[config.mk]
export PLATFORM = sky130hd
export DESIGN_NAME = cs_set_ctrl
export DESIGN_NICKNAME = d
export VERILOG_FILES = /design/src/rtl/cs_pkg.sv /design/src/rtl/cs_tag_match.sv /design/src/rtl/cs_lru_stack.sv /design/src/rtl/cs_evict_plan.sv /design/src/rtl/cs_set_ctrl.sv
export SDC_FILE = /design/constraint.sdc
export NUM_CORES = 1
export LEC_CHECK = 0
export BUFFER_PORTS_ARGS = -buffer_cell sky130_fd_sc_hd__buf_2
export CAP_MARGIN = 20
export CORE_MARGIN = 4
export CORE_UTILIZATION = 35
export CTS_CLUSTER_DIAMETER = 80
export CTS_CLUSTER_SIZE = 10
export DETAILED_ROUTE_END_ITERATION = 7
export PLACE_DENSITY = 0.56
export RECOVER_POWER = 25
export SLEW_MARGIN = 40
export SYNTH_ARGS = -nofsm -noshare
export SYNTH_HDL_FRONTEND = slang
export SYNTH_SLANG_ARGS = --single-unit
[constraint.sdc]
create_clock -name clk -period 33.1 [get_ports clk]
set_input_delay 1.655 -clock clk [delete_from_list [all_inputs] [get_ports clk]]
set_output_delay 1.655 -clock clk [all_outputs]
set_load 0.01 [all_outputs]
[src/rtl/cs_pkg.sv]
package cs_pkg;
    parameter int NUM_TAGS      = 4;
    parameter int SEGS_PER_LINE = 8;
    parameter int DATA_LINES    = 2;
    parameter int TAG_W         = 20;
    parameter int PERM_W        = 2;

    localparam int TOTAL_SEGS = SEGS_PER_LINE * DATA_LINES;
    localparam int SIZE_W     = $clog2(SEGS_PER_LINE + 1);
    localparam int FREE_W     = $clog2(TOTAL_SEGS + 1);
    localparam int DEPTH_W    = $clog2(NUM_TAGS);
    localparam int ACC_W      = FREE_W + 1;

    typedef struct packed {
        logic              valid;
        logic              present;
        logic              comp;
        logic [SIZE_W-1:0] size;
        logic [PERM_W-1:0] perm;
        logic [TAG_W-1:0]  tag;
    } entry_t;

    typedef entry_t [NUM_TAGS-1:0]              entry_arr_t;
    typedef logic   [NUM_TAGS-1:0][DEPTH_W-1:0] depth_arr_t;

    function automatic logic [SIZE_W-1:0] seg_need(input logic comp, input logic [SIZE_W-1:0] size);
        return comp ? size : SIZE_W'(SEGS_PER_LINE);
    endfunction
endpackage

[src/rtl/cs_tag_match.sv]
module cs_tag_match
    import cs_pkg::*;
(
    input  entry_arr_t           ents,
    input  logic [TAG_W-1:0]     tag,
    output logic [NUM_TAGS-1:0]  match_vec,
    output logic                 any_match,
    output logic [DEPTH_W-1:0]   match_idx
);
    always_comb begin
        match_idx = '0;
        for (int i = 0; i < NUM_TAGS; i++) begin
            match_vec[i] = ents[i].valid && (ents[i].tag == tag);
            if (match_vec[i]) match_idx = DEPTH_W'(i);
        end
        any_match = |match_vec;
    end
endmodule

[src/rtl/cs_lru_stack.sv]
module cs_lru_stack
    import cs_pkg::*;
(
    input  logic               clk,
    input  logic               rst,
    input  logic               touch_en,
    input  logic [DEPTH_W-1:0] touch_idx,
    output depth_arr_t         depth,
    output logic [DEPTH_W-1:0] bottom_idx
);
    always_ff @(posedge clk) begin
        if (rst) begin
            for (int i = 0; i < NUM_TAGS; i++) depth[i] <= DEPTH_W'(i);
        end else if (touch_en) begin
            for (int i = 0; i < NUM_TAGS; i++) begin
                if (DEPTH_W'(i) == touch_idx)          depth[i] <= '0;
                else if (depth[i] < depth[touch_idx])  depth[i] <= depth[i] + 1'b1;
            end
        end
    end

    always_comb begin
        bottom_idx = '0;
        for (int i = 0; i < NUM_TAGS; i++)
            if (depth[i] == DEPTH_W'(NUM_TAGS - 1)) bottom_idx = DEPTH_W'(i);
    end

    logic [NUM_TAGS-1:0] occupied;
    always_comb begin
        occupied = '0;
        for (int i = 0; i < NUM_TAGS; i++) occupied[depth[i]] = 1'b1;
    end

    assert_stack_perm_R4: assert property (@(posedge clk) disable iff (rst)
        $countones(occupied) == NUM_TAGS);
endmodule

[src/rtl/cs_evict_plan.sv]
module cs_evict_plan
    import cs_pkg::*;
(
    input  entry_arr_t           ents,
    input  depth_arr_t           depth,
    input  logic [DEPTH_W-1:0]   target_idx,
    input  logic [SIZE_W-1:0]    need,
    output logic [NUM_TAGS-1:0]  evict_vec,
    output logic [ACC_W-1:0]     room
);
    logic [ACC_W-1:0] used;

    always_comb begin
        used = '0;
        for (int i = 0; i < NUM_TAGS; i++)
            if (ents[i].present && DEPTH_W'(i) != target_idx)
                used = used + ACC_W'(ents[i].size);
        room      = ACC_W'(TOTAL_SEGS) - used;
        evict_vec = '0;
        for (int d = NUM_TAGS - 1; d >= 0; d--) begin
            for (int i = 0; i < NUM_TAGS; i++) begin
                if (depth[i] == DEPTH_W'(d) && DEPTH_W'(i) != target_idx &&
                    ents[i].present && room < ACC_W'(need)) begin
                    evict_vec[i] = 1'b1;
                    room         = room + ACC_W'(ents[i].size);
                end
            end
        end
    end
endmodule

[src/rtl/cs_set_ctrl.sv]
module cs_set_ctrl
    import cs_pkg::*;
(
    input  logic               clk,
    input  logic               rst,
    input  logic               req_valid,
    input  logic               req_alloc,
    input  logic [TAG_W-1:0]   req_tag,
    input  logic               req_comp,
    input  logic [SIZE_W-1:0]  req_size,
    input  logic [PERM_W-1:0]  req_perm,
    output logic               rsp_hit,
    output logic               rsp_tag_only,
    output logic [DEPTH_W-1:0] rsp_depth,
    output logic               rsp_comp,
    output logic [FREE_W-1:0]  free_segs
);
    entry_arr_t          ent_q;
    depth_arr_t          depth;
    logic [NUM_TAGS-1:0] match_vec, evict_vec;
    logic                any_match;
    logic [DEPTH_W-1:0]  match_idx, bottom_idx, target_idx, touch_idx;
    logic [SIZE_W-1:0]   need;
    logic [ACC_W-1:0]    room, occ_sum;
    logic                touch_en;

    cs_tag_match u_match (
        .ents(ent_q), .tag(req_tag), .match_vec(match_vec),
        .any_match(any_match), .match_idx(match_idx)
    );

    assign rsp_hit      = any_match && ent_q[match_idx].present;
    assign rsp_tag_only = any_match && !ent_q[match_idx].present;
    assign rsp_depth    = any_match ? depth[match_idx] : '0;
    assign rsp_comp     = rsp_hit && ent_q[match_idx].comp;

    assign target_idx = any_match ? match_idx : bottom_idx;
    assign need       = seg_need(req_comp, req_size);
    assign touch_en   = req_valid && (req_alloc || rsp_hit);
    assign touch_idx  = req_alloc ? target_idx : match_idx;

    cs_lru_stack u_lru (
        .clk(clk), .rst(rst), .touch_en(touch_en), .touch_idx(touch_idx),
        .depth(depth), .bottom_idx(bottom_idx)
    );

    cs_evict_plan u_plan (
        .ents(ent_q), .depth(depth), .target_idx(target_idx), .need(need),
        .evict_vec(evict_vec), .room(room)
    );

    always_ff @(posedge clk) begin
        if (rst) begin
            ent_q <= '0;
        end else if (req_valid && req_alloc) begin
            for (int i = 0; i < NUM_TAGS; i++)
                if (evict_vec[i]) ent_q[i].present <= 1'b0;
            ent_q[target_idx] <= '{valid: 1'b1, present: 1'b1, comp: req_comp,
                                   size: need, perm: req_perm, tag: req_tag};
        end
    end

    always_comb begin
        occ_sum = '0;
        for (int i = 0; i < NUM_TAGS; i++)
            if (ent_q[i].present) occ_sum = occ_sum + ACC_W'(ent_q[i].size);
    end
    assign free_segs = FREE_W'(ACC_W'(TOTAL_SEGS) - occ_sum);

    assert_free_range_R9: assert property (@(posedge clk) disable iff (rst)
        occ_sum <= ACC_W'(TOTAL_SEGS));
    assert_tag_unique_R8: assert property (@(posedge clk) disable iff (rst)
        $onehot0(match_vec));
    assert_room_found_R6: assert property (@(posedge clk) disable iff (rst)
        (req_valid && req_alloc) |-> room >= ACC_W'(need));
    assert_alloc_resident_R5: assert property (@(posedge clk) disable iff (rst)
        (req_valid && req_alloc) |=> ent_q[$past(target_idx)].present && ent_q[$past(target_idx)].valid);
    assert_hit_exclusive_R3: assert property (@(posedge clk) disable iff (rst)
        !(rsp_hit && rsp_tag_only));
    assert_idle_hold_R10: assert property (@(posedge clk) disable iff (rst)
        !req_valid |=> $stable(ent_q) && $stable(depth));
endmodule

==> summary.md <==
| Metric | Value |
|---|---|
| Gate power share | 61.2% |
| Core Box Area | 0.0356 mm^2 |
| Area of the die | 0.0391 mm^2 |
| Dominant synthesized flop cell | dfxtp_1 |
| DR DRC count | 0 |
| Clk pwr share | about a fifth |
| Setup_tns | 0 ps |
| RSZ-0062 raised after global routing | false |
| Worst-path clk slew | around 60 ps |
| Synth Instances | around 1600 |
| Worst Path Arrival | 31390 ps |
| Yosys warns | 0 |
| Hold Crit Class | register to register |
| Reg power frac | roughly 18% |
| Mapped Nets | 1788 |
| Total CTS buffers | 17 |
| Finish-stage setup viols | 0 |
| Critical path's slowest cell | or4_1 |
| Crit path from | req_tag[7] |
| Post-DP HPWL | about 30 mm |
| Max Cap Viol | 0 |
| CP dominant cell by count | nand2_1 |
| # IOs | 41 |
| Crit Path Class | input pin to register |
| FF+latch count, synth | 116 |
| LEAKAGE | 6.33 nW |
| Most common cell after layout, fill and taps aside | nand2_1 |
| Syn Area/Cell | 7.97 um^2 |
| Sequential cell area fraction in the yosys report | 18.4% |
| First-pass GRT wire length | 63.2 mm |
| Initial DRC Count | 805 |
| Max-slew headroom | roughly 2.7% |
| DR vias | 11800 |
| Post-synth EDFFs | 0 |
| Pins Over Slew Limit | 0 |
| Initial antenna violation count | 0 |
| Final ANT Viol Nets | 0 |
| FF-to-FF Start | ent_q[3] |
| Drt wl/cell | 19.0 um |
| IO buf count | 38 |
| Sink Count | between 100 and 150 |
| Most frequent cells in the layout | 212 x nand2_1, 154 x ha_1, 149 x a21oi_1 |
| Final non-filler cell total | around 2100 |
| Clock latency at the later pin of the worst-skew pair | between 400 and 500 ps |
| GRT Residual Overflow | 0 |
| Min cycle time layout | 31100 ps |
| Initial Utilization | 35.4% |
| Skew final | 10.5 ps |
| Int Pwr | 0.475 mW |
| Rows | around 70 |
| Max frequency | 32.1 MHz |
| Hold path depth | 2 |
| Crit Path Max Fanout | 8 |
| Slowest Stage Delay on Critical Path | about 540 ps |
| Filler cell count | roughly 3600 |
| Clk buf depth | 2 |
| Max VDD drop | 0.0374 mV |
| Layout cells sized above 1 | between 10% and 20% |
| Worst-Margin Slew | ~1500 ps |
| Sw Share | roughly 44% |
| Final worst-path cycle share | 94.0% |
| Die height | 198 um |
| Post-Syn Area | 0.0126 mm^2 |
| Area grow syn2layout | 14.1% |
| # diodes | 0 |
| Die Width | around 200 um |
| Psw | approximately 0.37 mW |
| CTS Root Cell | clkbuf_16 |
| Nets | 1858 |
| Worst setup SP type | input pin |
| Htree depth | 4 |
| Synth cell types | 96 |
| Final WL | approximately 40 mm |
| Crit Reg-Reg Endpoint | ent_q[114] |
| Total track usage | 20.3% |
| Pwr Density | between 50 and 60 mW/mm^2 |
| Final Hold Viols | 0 |
| 1st-pass router iterations | 7 |
| Critical path endpoint | ent_q[114] |
| Status | complete, no violations |
| FFs w/ async S/R, synth | 0% |
| Worst R2R Path Depth | 130 |
| Critical path capture point type | register |
| Required time worst endpoint | 33390 ps |
| Reg-to-reg setup timing slack | 3140 ps |
| Vias in the first global route | 11400 |
| Pin count of the biggest net entering global routing | about 100 |
| CTS tree | built |
| Placed Cells | around 2100 |
| Vias per std cell | 5.56 |
| Placer Congestion | roughly 0.90 |
==> how the worst min path moves through the flow <==
| stage | from | endpoint | slack (ps) |
|---|---|---|---|
| floorplan | ent_q[55] | ent_q[55] | 440 |
| global placement | ent_q[26] | ent_q[26] | 440 |
| detailed placement | ent_q[113] | ent_q[113] | 450 |
| CTS | ent_q[113] | ent_q[113] | 460 |
| global route | ent_q[113] | ent_q[113] | 470 |
| finish | ent_q[113] | ent_q[113] | 460 |
==> logic make-up after synthesis <==
kind of cell,count (synthesis),share of synthesized area (%)
multiplexers,76,6.48
adder cells (fa/ha/maj),175,18.6
AO/OA/AOI/OAI,395,21.4
AND/OR/NAND/NOR,567,21.9
buffers and inverters,120,3.97
flip-flops,116,18.4
XOR/XNOR,133,9.24
==> registers in the layout, summed over array words and instances, names as in the netlist <==
name / count
ent_q: 108
u_lru.depth: 8
==> stage by stage <==
step	worst slack (ps)	util (%)	cell area, um^2	hold WS, ps	power, mW
floorplan	2560	-	12600	436	0.514
global placement	587	38.4	13700	442	0.648
detailed placement	407	38.4	13700	453	0.661
CTS	703	40.0	14200	460	0.837
global route	8.19	40.4	14400	475	0.920
finish	2000	40.4	14400	461	0.845
==> layer usage <==
metal  vias to the layer above  share of wire (%)  track usage, %
li1                       5863                  -               -
met1                      5580                 45            26.9
met2                       308                 47            34.6
met3                        63                5.2            2.89
met4                         0                2.5            5.71
met5                         -                  0               0
==> synthesized netlist by cell type, types with 31 or more instances <==
master | count | area [um^2]
a21o_1 | 47 | 353
a21oi_1 | 150 | 751
clkbuf_1 | 42 | 158
dfxtp_1 | 116 | 2320
ha_1 | 154 | 1930
inv_1 | 45 | 169
mux2_2 | 41 | 462
mux2i_1 | 31 | 310
nand2_1 | 214 | 803
nand3_1 | 39 | 195
nor2_1 | 118 | 443
o21ai_0 | 47 | 235
xnor2_1 | 71 | 622
xor2_1 | 62 | 543
==> power by group through the flow <==
stage                     combinational, mW  sequential [mW]  clock (mW)
after floorplan                       0.359            0.155           0
final                                 0.518            0.155       0.173
after detailed placement              0.503            0.158           0
after global placement                0.490            0.158           0
after CTS                             0.507            0.155       0.175
after global routing                  0.582            0.156       0.182
==> critical path, delay by kind of cell <==
kind / cells / cell delay (ps)
and+or+nand+nor: 59 / 11120
adders and majority gates: 20 / 6410
AOI/OAI and AO/OA: 31 / 6250
muxes: 12 / 4090
buffers and inverters: 7 / 1210
xor gates and xnor gates: 3 / 670
==> final cells by class <==
class                           instances  area (um^2)  area share (%)
Inverter                               48          180            1.25
Sequential cell                       116         2320            16.2
Tap cell                              461          577            4.01
Clock inverter                         12         97.6           0.679
Multi-Input combinational cell       1346         9920            69.0
Timing Repair Buffer                  123          827            5.75
Clock buffer                           19          453            3.15
==> timing repair <==
item | in CTS | in global routing
resized for setup | 0 | 25
setup buffers | 0 | 7
endpoints found under the setup margin | 0 | 2
hold buffers | 0 | 0
Note: power is estimated with default switching activity, not from simulation.
